`src/rtl/xfer_svc_pkg.sv`:
```
package xfer_svc_pkg;

    localparam int COST_W   = 6;
    localparam int BASE_CYC = 32;
    localparam int UPD_CYC  = 2;
    localparam int IGN_CYC  = 1;
    localparam int MAX_PEN  = 4;
    localparam int MAX_COST = BASE_CYC + 2 * UPD_CYC + IGN_CYC + 2 * MAX_PEN;

    typedef struct packed {
        logic ignore_stop;
        logic buf_upd;
        logic io_upd;
        logic dir;
        logic word;
    } ctrl_t;

    typedef enum logic [1:0] {
        CLS_INT_ALN  = 2'd0,
        CLS_INT_ODD  = 2'd1,
        CLS_EXT_ALN  = 2'd2,
        CLS_EXT_SLOW = 2'd3
    } side_cls_t;

    typedef enum logic [1:0] {
        ST_IDLE = 2'd0,
        ST_BUSY = 2'd1,
        ST_ACK  = 2'd2
    } state_t;

    function automatic logic [COST_W-1:0] side_penalty(side_cls_t c);
        case (c)
            CLS_INT_ALN:  return COST_W'(0);
            CLS_INT_ODD:  return COST_W'(2);
            CLS_EXT_ALN:  return COST_W'(1);
            default:      return COST_W'(MAX_PEN);
        endcase
    endfunction

endpackage

```
`src/rtl/xfer_side_class.sv`:
```
module xfer_side_class
    import xfer_svc_pkg::*;
#(
    parameter int            AW       = 16,
    parameter logic [AW-1:0] EXT_BASE = AW'(1) << (AW - 1)
) (
    input  logic [AW-1:0] addr,
    input  logic          word,
    input  logic          ext_bus8,
    output side_cls_t     cls
);

    logic is_ext;
    logic is_odd;

    always_comb begin
        is_ext = (addr >= EXT_BASE);
        is_odd = word & addr[0];
        if (!is_ext) begin
            cls = is_odd ? CLS_INT_ODD : CLS_INT_ALN;
        end else begin
            cls = (is_odd | (word & ext_bus8)) ? CLS_EXT_SLOW : CLS_EXT_ALN;
        end
    end

endmodule

```
`src/rtl/xfer_cost.sv`:
```
module xfer_cost
    import xfer_svc_pkg::*;
(
    input  ctrl_t             ctrl,
    input  side_cls_t         io_cls,
    input  side_cls_t         buf_cls,
    output logic [COST_W-1:0] cycles
);

    logic [COST_W-1:0] base;

    always_comb begin
        base = COST_W'(BASE_CYC);
        if (ctrl.io_upd)      base = base + COST_W'(UPD_CYC);
        if (ctrl.buf_upd)     base = base + COST_W'(UPD_CYC);
        if (ctrl.ignore_stop) base = base + COST_W'(IGN_CYC);
        cycles = base + side_penalty(io_cls) + side_penalty(buf_cls);
    end

endmodule

```
`src/rtl/xfer_seq.sv`:
```
module xfer_seq
    import xfer_svc_pkg::*;
(
    input  logic              clk,
    input  logic              rst,
    input  logic              armed,
    input  logic              svc_req,
    input  logic              svc_stop,
    input  logic              ignore_stop,
    input  logic [COST_W-1:0] cost_in,
    output logic              accept,
    output logic              finish,
    output logic              busy,
    output logic              svc_ack,
    output logic              rd_phase,
    output logic              wr_phase,
    output logic [COST_W-1:0] xfer_cycles,
    output logic              stop_hit
);

    state_t            state_q;
    logic [COST_W-1:0] elapsed_q;

    assign accept   = (state_q == ST_IDLE) && armed && svc_req;
    assign finish   = (state_q == ST_BUSY) && (elapsed_q == xfer_cycles - COST_W'(1));
    assign busy     = (state_q == ST_BUSY);
    assign svc_ack  = (state_q == ST_ACK);
    assign rd_phase = busy && (elapsed_q == COST_W'(0));
    assign wr_phase = busy && (elapsed_q == COST_W'(1));

    always_ff @(posedge clk) begin
        if (rst) begin
            state_q     <= ST_IDLE;
            elapsed_q   <= '0;
            xfer_cycles <= '0;
            stop_hit    <= 1'b0;
        end else begin
            case (state_q)
                ST_IDLE: begin
                    if (accept) begin
                        state_q     <= ST_BUSY;
                        elapsed_q   <= '0;
                        xfer_cycles <= cost_in;
                        stop_hit    <= svc_stop & ~ignore_stop;
                    end
                end
                ST_BUSY: begin
                    if (finish) state_q <= ST_ACK;
                    else        elapsed_q <= elapsed_q + COST_W'(1);
                end
                default: state_q <= ST_IDLE;
            endcase
        end
    end

    // Independent length counter for the busy window
    logic [COST_W-1:0] chk_len;
    always_ff @(posedge clk) begin
        if (rst)       chk_len <= '0;
        else if (busy) chk_len <= chk_len + COST_W'(1);
        else           chk_len <= '0;
    end

    a_r5_busy_len: assert property (@(posedge clk) disable iff (rst)
        svc_ack |-> (chk_len == xfer_cycles));

    a_r5_ack_single: assert property (@(posedge clk) disable iff (rst)
        svc_ack |=> !svc_ack);

    a_r5_ack_after_busy: assert property (@(posedge clk) disable iff (rst)
        $fell(busy) |-> svc_ack);

    a_r6_write_follows_read: assert property (@(posedge clk) disable iff (rst)
        rd_phase |=> wr_phase);

    a_r4_cost_range: assert property (@(posedge clk) disable iff (rst)
        busy |-> (xfer_cycles >= COST_W'(BASE_CYC) && xfer_cycles <= COST_W'(MAX_COST)));

endmodule

```
`src/rtl/xfer_svc_engine.sv`:
```
module xfer_svc_engine
    import xfer_svc_pkg::*;
#(
    parameter int            AW       = 16,
    parameter int            DW       = 16,
    parameter int            CNTW     = 16,
    parameter logic [AW-1:0] EXT_BASE = AW'(1) << (AW - 1)
) (
    input  logic              clk,
    input  logic              rst,
    input  logic              dsc_load,
    input  logic [4:0]        dsc_ctrl,
    input  logic [AW-1:0]     dsc_ioa,
    input  logic [AW-1:0]     dsc_bap,
    input  logic [CNTW-1:0]   dsc_cnt,
    input  logic              ext_bus8,
    input  logic              svc_req,
    input  logic              svc_stop,
    output logic              svc_ack,
    output logic              busy,
    output logic [COST_W-1:0] xfer_cycles,
    output logic              bus_rd,
    output logic              bus_wr,
    output logic              bus_word,
    output logic [AW-1:0]     bus_addr,
    output logic [DW-1:0]     bus_wdata,
    input  logic [DW-1:0]     bus_rdata,
    output logic              irq,
    output logic              armed,
    output logic [AW-1:0]     cur_ioa,
    output logic [AW-1:0]     cur_bap,
    output logic [CNTW-1:0]   cur_cnt
);

    localparam int NSIDE = 2;

    ctrl_t             ctrl_q;
    logic [AW-1:0]     ioa_q;
    logic [AW-1:0]     bap_q;
    logic [CNTW-1:0]   cnt_q;
    logic              armed_q;
    logic              irq_q;
    logic [DW-1:0]     data_q;

    logic [AW-1:0]     side_addr [NSIDE];
    side_cls_t         side_cls  [NSIDE];
    logic [COST_W-1:0] cost;
    logic              accept;
    logic              finish;
    logic              rd_phase;
    logic              wr_phase;
    logic              stop_hit;
    logic              idle;
    logic [AW-1:0]     step;
    logic [AW-1:0]     src_addr;
    logic [AW-1:0]     dst_addr;
    logic [CNTW-1:0]   cnt_next;

    assign side_addr[0] = ioa_q;
    assign side_addr[1] = bap_q;

    for (genvar g = 0; g < NSIDE; g++) begin : g_side
        xfer_side_class #(
            .AW       (AW),
            .EXT_BASE (EXT_BASE)
        ) u_cls (
            .addr     (side_addr[g]),
            .word     (ctrl_q.word),
            .ext_bus8 (ext_bus8),
            .cls      (side_cls[g])
        );
    end

    xfer_cost u_cost (
        .ctrl    (ctrl_q),
        .io_cls  (side_cls[0]),
        .buf_cls (side_cls[1]),
        .cycles  (cost)
    );

    xfer_seq u_seq (
        .clk         (clk),
        .rst         (rst),
        .armed       (armed_q),
        .svc_req     (svc_req),
        .svc_stop    (svc_stop),
        .ignore_stop (ctrl_q.ignore_stop),
        .cost_in     (cost),
        .accept      (accept),
        .finish      (finish),
        .busy        (busy),
        .svc_ack     (svc_ack),
        .rd_phase    (rd_phase),
        .wr_phase    (wr_phase),
        .xfer_cycles (xfer_cycles),
        .stop_hit    (stop_hit)
    );

    assign idle     = !busy && !svc_ack;
    assign step     = ctrl_q.word ? AW'(2) : AW'(1);
    assign src_addr = ctrl_q.dir ? bap_q : ioa_q;
    assign dst_addr = ctrl_q.dir ? ioa_q : bap_q;
    assign cnt_next = cnt_q - CNTW'(1);

    always_ff @(posedge clk) begin
        if (rst) begin
            ctrl_q  <= '0;
            ioa_q   <= '0;
            bap_q   <= '0;
            cnt_q   <= '0;
            armed_q <= 1'b0;
            irq_q   <= 1'b0;
            data_q  <= '0;
        end else begin
            if (dsc_load && idle) begin
                ctrl_q  <= ctrl_t'(dsc_ctrl);
                ioa_q   <= dsc_ioa;
                bap_q   <= dsc_bap;
                cnt_q   <= dsc_cnt;
                armed_q <= 1'b1;
                irq_q   <= 1'b0;
            end
            if (rd_phase) begin
                data_q <= ctrl_q.word ? bus_rdata : {{(DW-8){1'b0}}, bus_rdata[7:0]};
            end
            if (finish) begin
                cnt_q <= cnt_next;
                if (ctrl_q.io_upd)  ioa_q <= ioa_q + step;
                if (ctrl_q.buf_upd) bap_q <= bap_q + step;
                if (stop_hit || (cnt_next == '0)) begin
                    armed_q <= 1'b0;
                    irq_q   <= 1'b1;
                end
            end
        end
    end

    assign bus_rd    = rd_phase;
    assign bus_wr    = wr_phase;
    assign bus_word  = (rd_phase | wr_phase) & ctrl_q.word;
    assign bus_addr  = rd_phase ? src_addr : (wr_phase ? dst_addr : '0);
    assign bus_wdata = wr_phase ? data_q : '0;
    assign irq       = irq_q;
    assign armed     = armed_q;
    assign cur_ioa   = ioa_q;
    assign cur_bap   = bap_q;
    assign cur_cnt   = cnt_q;

    a_r8_irq_disarms: assert property (@(posedge clk) disable iff (rst)
        $rose(irq) |-> !armed);

    a_r10_disarmed_no_start: assert property (@(posedge clk) disable iff (rst)
        (!armed && !busy && !svc_ack) |=> !busy);

    a_r11_irq_held: assert property (@(posedge clk) disable iff (rst)
        (irq && !dsc_load) |=> irq);

    a_r2_load_arms: assert property (@(posedge clk) disable iff (rst)
        (dsc_load && !busy && !svc_ack) |=> (armed && !irq));

endmodule

```
`config.mk`:
```
export PLATFORM = sky130hd
export DESIGN_NAME = xfer_svc_engine
export DESIGN_NICKNAME = d
export VERILOG_FILES = /design/src/rtl/xfer_svc_pkg.sv /design/src/rtl/xfer_side_class.sv /design/src/rtl/xfer_cost.sv /design/src/rtl/xfer_seq.sv /design/src/rtl/xfer_svc_engine.sv
export SDC_FILE = /design/constraint.sdc
export NUM_CORES = 1
export LEC_CHECK = 0
export ABC_CLOCK_PERIOD_IN_PS = 2700
export BUFFER_PORTS_ARGS = -buffer_cell sky130_fd_sc_hd__buf_2
export CELL_PAD_IN_SITES_DETAIL_PLACEMENT = 1
export CELL_PAD_IN_SITES_GLOBAL_PLACEMENT = 2
export CORE_ASPECT_RATIO = 1.1
export CORE_MARGIN = 2
export CORE_UTILIZATION = 26
export CTS_BUF_LIST = sky130_fd_sc_hd__clkbuf_16
export DETAILED_ROUTE_END_ITERATION = 6
export PLACE_DENSITY_LB_ADDON = 0.1
export SYNTH_ARGS = -nofsm -noshare
export SYNTH_HDL_FRONTEND = slang
export SYNTH_SLANG_ARGS = --single-unit
```
`constraint.sdc`:
```
create_clock -name clk -period 2.7 [get_ports clk]
set_clock_uncertainty 0.05 [all_clocks]
set_input_delay 0.27 -clock clk [delete_from_list [all_inputs] [get_ports clk]]
set_output_delay 0.27 -clock clk [all_outputs]
set_load 0.01 [all_outputs]
```
== Word-level counts from Yosys, hierarchy flattened ==
Cells that the tools add are included.
Operators by class
  $add $sub $neg: 9
  order comparisons: 2
  equal/unequal tests: 11
  multiplexer cells: 38
  bitwise gates (word level): 9
  reductions and logical operators: 20
Operators by type and width (count)
  two-way mux 16 bit: 14
  adder 16 x 2 -> 16 bit: 2
  >= comparator 16 bit, second input constant: 2
  two-way mux 6 bit: 4
  one-hot mux 3 bit (3 select lines): 2
  logical NOT 16 bit: 1
  subtractor 16 x 1 -> 16 bit, second input constant: 1
  adder 6 x 1 -> 6 bit, second input constant: 2
  adder 6 x 3 -> 6 bit: 2
  two-way mux 2 bit: 6
  one-hot mux 6 bit (2 select lines): 1
  two-way mux 1 bit: 10
  logical AND 1 bit: 7
  adder 6 x 2 -> 6 bit, second input constant: 1
  equality test 2 x 1 -> 1 bit, second input constant: 3
  equality test 2 bit, second input constant: 3
  equality test 6 x 1 -> 1 bit, second input constant: 1
  equality test 6 bit: 1
  logical NOT 2 bit: 3
  logical NOT 6 bit: 1
  subtractor 6 x 1 -> 6 bit, second input constant: 1
  AND 1 bit: 5
  != test 2 bit, second input constant: 2
  one-hot mux 2 bit (2 select lines): 1
  other kinds (8): 13
Storage, ports and cells
  flip-flop bits (word level): 86
  input bits: 75
  output and inout bits: 93
  logic and storage cells: 104

== Depth between registers and ports, before layout ==
  depth after elaboration: 8
  gate-level depth with buffers: 11
  mapped depth without buffers: 11

== By module ==
Synthesis repeated with hierarchy kept, for this count alone.
Second synthesis, totals
  cells, all modules: 732
  area total of the unflattened synthesis: 5629.1 sq um
Modules (own cells, without submodules)
  xfer_svc_engine: instances 1, cells each 574, area each 4420.5 sq um, sequential area each 1421.4 sq um
  xfer_seq: instances 1, cells each 122, area each 947.2 sq um, sequential area each 300.3 sq um
  xfer_cost: instances 1, cells each 28, area each 216.5 sq um, sequential area each 0.0 sq um
  xfer_side_class: instances 2, cells each 4, area each 22.5 sq um, sequential area each 0.0 sq um

== Worst setup path after synthesis ==
OpenSTA, ideal clock, no wires.
  kind: reg2reg
  start: reg ctrl_q[0] in the netlist's numbering
  end: reg ioa_q[12] (netlist: cur_ioa[12])
  library setup time: 0.115 ns
  arrival time: 2.481 ns
  data required time: 2.535 ns
  setup slack: 0.054 ns
  stages on the path, launching flop included: 12
  buffers on the path: 1
  period minus slack after synthesis: 2.646 ns
  cell sequence: dfxtp_1 > clkbuf_1 > inv_1 > ha_1 > inv_1 > fa_1 > nand3b_1 > nor3_1 > nand3_1 > nor3_1 > a311oi_1 > a2111oi_0
Between the ends
  longest elaborated chain between the ends: 4
Ends and longest elaborated chain
  start, declared: line xfer_svc_engine.sv:37  | ctrl_t ctrl_q;
  start signal, assigned: line xfer_svc_engine.sv:116  | ctrl_q <= ctrl_t'(dsc_ctrl);
  two-way mux 2 bit: line xfer_svc_engine.sv:100  | assign step = ctrl_q.word ? AW'(2) : AW'(1);
  adder 16 x 2 -> 16 bit: line xfer_svc_engine.sv:128  | if (ctrl_q.io_upd) ioa_q <= ioa_q + step;
  two-way mux 16 bit: line xfer_svc_engine.sv:128
  two-way mux 16 bit: line xfer_svc_engine.sv:126  | if (finish) begin
  end signal, assigned: line xfer_svc_engine.sv:117  | ioa_q <= dsc_ioa;
  end signal, assigned: line xfer_svc_engine.sv:128
  end, declared: line xfer_svc_engine.sv:38  | logic [AW-1:0] ioa_q;
No other way between the ends.
A chain may end at the register's enable or synchronous reset.

== Worst setup path after layout ==
  start: reg u_seq.xfer_cycles[1]
  end: reg u_seq.elapsed_q[1]
Between the ends
  longest elaborated chain between the ends: 5
Ends and longest elaborated chain
  start, declared: line xfer_seq.sv:17  | output logic [COST_W-1:0] xfer_cycles,
  start signal, assigned: line xfer_seq.sv:43  | xfer_cycles <= cost_in;
  subtractor 6 x 1 -> 6 bit: line xfer_seq.sv:25  | assign finish = (state_q == ST_BUSY) && (elapsed_q == xfer_cycles - COST_W'(1));
  equality test 6 bit: line xfer_seq.sv:25
  logical AND 1 bit: line xfer_seq.sv:25
  != test 2 bit (no source line)
  AND reduction 3 bit (no source line)
  end signal, assigned: line xfer_seq.sv:49  | else elapsed_q <= elapsed_q + COST_W'(1);
  end, declared: line xfer_seq.sv:22  | logic [COST_W-1:0] elapsed_q;
No other way between the ends.

==> run_results.csv <==
group,metric,value,unit
critical_path,timing_worst_setup_path_type,"register to register",
drt,remaining_drc_errors,0,
sta,hold_ws,92.5,ps
yosys,share_of_the_synthesized_area_in_compound_gates_ao_oa_aoi_oai,0.283,
sta,final.period_utilization,0.960,
flow_run,max-cap-violations,0,
sta,max_freq,386,MHz
yosys,syn-num-nets,840,
drt,post_dr_wirelength_cell,19.3,um
clock_network,ctsHoldBuffers,0,
cells_and_area,synthToLayoutAreaGrowth,30.9,%
place,pre_cts_slack,-48.0,ps
place,numPortBuffers,167,
power_and_ir_drop,total_power,3.54,mW
global_routing,grt_start_max_net_pins,53,
global_routing,global_route.overflow_total,0,
floorplanning,placement_rows,56,
power_and_ir_drop,power_leakage,3.00,nW
critical_path,timing.critical_path.required,2940,ps
critical_path,worstSetupEndpointType,"register",
drt,vias,6368,
yosys,synth_seq_cells,86,
outcome,run_status,"complete, no violations",
yosys,yosys_warnings,0,
yosys,synth_seq_area_share,0.305,
cells_and_area,multiInputGateArea,3680,um^2
clock_network,cts_tree,"done",
clock_network,clkSlewWorstSetupHoldPaths,70,ps
drt,drtIter0Drc,295,
sta,layout_setup_ws,107,ps
global_routing,grt_use_total,0.199,
floorplanning,die_width,144,um
clock_network,clock_root_buffer,"sky130_fd_sc_hd__clkbuf_16",
cells_and_area,drive_gt1_frac,0.292,
yosys,synth-simple-area-share,0.258,
cells_and_area,n_fill_cell,2653,
clock_network,ctsHtreeMaxLevel,3,
critical_path,critical_path_peak_fanout,7,
drt,finalWirelength,23.2,mm
critical_path,arrival,2830,ps
yosys,avgSynthCellArea,7.61,um^2
clock_network,clock-sinks,86,
sta,slew-limit-headroom,0.564,
sta,period_minus_slack,2590,ps
floorplanning,io-pin-count,168,
yosys,ys_types,68,
yosys,synthesis.area,5640,um^2
sta,setup_total_negative_slack,0,ps
global_routing,grt_antenna_before_repair,1,
global_routing,first_global_vias,6374,
yosys,yosys-top-cells-area,"sky130_fd_sc_hd__dfxtp_1 (31%), sky130_fd_sc_hd__a21oi_1 (6.2%), sky130_fd_sc_hd__nand2_1 (6.2%), sky130_fd_sc_hd__ha_1 (4.0%), sky130_fd_sc_hd__nand3_1 (3.5%)",
place,dp_hpwl,17.4,mm
power_and_ir_drop,ir_worst_vdd,251,uV
yosys,synth_xor_xnor_area_share,0.0233,
yosys,synth_top_area_share,0.305,
yosys,yosys.cell_count.top_type,"sky130_fd_sc_hd__nand2_1",
cells_and_area,finalInstanceArea,7380,um^2
drt,avgViaCountPerCell,5.29,
sta,drv_slew,0,
yosys,largest_family_of_logic_cells_by_synthesized_area,"compound AO/OA/AOI/OAI gates",
yosys,netlist.top_cell.by_area,"sky130_fd_sc_hd__dfxtp_1",
clock_network,clk_path_buf_depth,2,
floorplanning,area_of_the_core,21300,um^2
cells_and_area,sequential_cell_area,1720,um^2
cells_and_area,fin_nets,1006,
drt,drt_first_pass_iters,5,
sta,grt_setup_unrepaired,"true",
yosys,synthCells,741,
yosys,synth_enable_flop_cells,0,
yosys,postSynth.topFlopCell,"sky130_fd_sc_hd__dfxtp_1",
yosys,yosys.area_share.adder,0.0613,
floorplanning,floorplan.initialDensity,0.265,
place,placedInstanceArea,6920,um^2
power_and_ir_drop,power.density_cell_area,481,nW/um^2
place,gpl.final_weighted_congestion,0.831,
yosys,synth.top_cells.by_count,"sky130_fd_sc_hd__nand2_1 (93), sky130_fd_sc_hd__dfxtp_1 (86), sky130_fd_sc_hd__a21oi_1 (70)",
yosys,synth.mux.area_fraction,0.00555,
floorplanning,die_h,158,um
floorplanning,die_area,22900,um^2
global_routing,grt_pass1_wl,35.4,mm
worst_hold_path,worstHoldPathType,"input pin to register",
sta,least_margin_pin_slew,655,ps
critical_path,startpoint_type,"register",
sta,hold_violations,0,
drt,drt.antenna.violating_nets,0,
clock_network,tritoncts.num_buffers,9,
clock_network,worstSkewPairLatency,350,ps
yosys,async_flop_share,0,
sta,timing.final.setup_violations,0,
[routing by layer]
| metal | global-route usage | wire length, um | vias to the layer above |
|---|---|---|---|
| li1 | - | - | 3074 |
| met1 | 0.255 | 10300 | 3128 |
| met2 | 0.341 | 11300 | 146 |
| met3 | 0.0424 | 1240 | 20 |
| met4 | 0.0490 | 320 | 0 |
| met5 | 0 | 0 | - |
[where the power goes]
group	internal, mW	switching, mW
combinational	0.315	0.469
sequential	1.34	0.113
clock	0.722	0.591
[cell usage in the layout, fill, tap and decap left out, types with 7 or more instances in the layout]
cell | netlist | routed
sky130_fd_sc_hd__buf_2 | 10 | 167
sky130_fd_sc_hd__nand2_1 | 93 | 93
sky130_fd_sc_hd__dfxtp_1 | 86 | 86
sky130_fd_sc_hd__a21oi_1 | 70 | 67
sky130_fd_sc_hd__nor2_1 | 51 | 50
sky130_fd_sc_hd__buf_4 | 1 | 45
sky130_fd_sc_hd__nand3_1 | 39 | 37
sky130_fd_sc_hd__inv_1 | 27 | 27
sky130_fd_sc_hd__a31oi_1 | 26 | 26
sky130_fd_sc_hd__and2_1 | 22 | 22
sky130_fd_sc_hd__a221oi_1 | 18 | 18
sky130_fd_sc_hd__a22oi_1 | 18 | 18
sky130_fd_sc_hd__ha_1 | 18 | 17
sky130_fd_sc_hd__o211ai_1 | 16 | 16
sky130_fd_sc_hd__nor3_1 | 17 | 15
sky130_fd_sc_hd__o21ai_0 | 14 | 14
sky130_fd_sc_hd__or3_1 | 12 | 12
sky130_fd_sc_hd__a211oi_1 | 10 | 10
sky130_fd_sc_hd__and3_1 | 9 | 9
sky130_fd_sc_hd__nor4_1 | 10 | 9
sky130_fd_sc_hd__clkbuf_16 | 0 | 9
sky130_fd_sc_hd__xnor2_1 | 9 | 8
sky130_fd_sc_hd__a32oi_1 | 7 | 7
[path summary, 6_finish.rpt]
check,startpoint,to,slack [ps],cells after the start
hold / removal,rst,cur_ioa[7]$_SDFF_PP0_,90,2
setup / recovery,u_seq.xfer_cycles[1]$_SDFFE_PP0P_,u_seq.elapsed_q[1]$_SDFFE_PP0P_,110,9
hold reg to reg,data_q[1]$_SDFFE_PP0P_,data_q[1]$_SDFFE_PP0P_,400,2
setup reg to reg,u_seq.xfer_cycles[1]$_SDFFE_PP0P_,u_seq.elapsed_q[1]$_SDFFE_PP0P_,110,9
[critical path: stages (launching register included)]
cell and delay [ps]:
sky130_fd_sc_hd__dfxtp_1 410, sky130_fd_sc_hd__inv_1 70, sky130_fd_sc_hd__ha_1 230, sky130_fd_sc_hd__and2_1 230, sky130_fd_sc_hd__a211o_1 350, sky130_fd_sc_hd__a32o_1 330, sky130_fd_sc_hd__buf_4 210, sky130_fd_sc_hd__a21oi_1 210
sky130_fd_sc_hd__mux2_2 360, sky130_fd_sc_hd__nor2_1 80
[through the flow]
step,cells,util
CTS,1199,0.340
global route,1202,0.346
finish,1203,0.346
floorplan,741,-
detailed placement,1183,0.325
global placement,1183,0.325
[registers in the layout, summed over array words and instances (netlist names)]
name	count
u_seq.state_q	2
cur_cnt	16
ctrl_q	5
cur_ioa	16
u_seq.elapsed_q	6
u_seq.xfer_cycles	6
u_seq.stop_hit	1
armed	1
cur_bap	16
data_q	16
irq	1
[cell type report]
type | count | share of cell area
Tap cell | 290 | 0.0492
Antenna cell | 1 | 0.000339
Sequential cell | 86 | 0.233
Timing Repair Buffer | 214 | 0.163
Multi-Input combinational cell | 568 | 0.499
Inverter | 28 | 0.0146
Clock inverter | 7 | 0.00984
Clock buffer | 9 | 0.0305
[repair_timing]
| action | in CTS | in global routing |
|---|---|---|
| pin swaps | 0 | 3 |
| buffers inserted | 0 | 3 |
| cloned | 0 | 0 |
| setup endpoints to repair | 24 | 33 |
| resized for setup | 6 | 23 |
| hold endpoints to repair | 0 | 0 |
[cell families (layout without fill, tap and decap cells)]
group                    after synthesis  in the layout
AND/OR/NAND/NOR                      294            294
AO/OA/AOI/OAI                        232            232
buffers and inverters                 87            258
flip-flops                            86             86
adder cells (fa/ha/maj)               24             24
XOR/XNOR                              15             15
multiplexers                           3              3
other                                  0              1
Note: power is estimated with default switching activity, not from simulation.
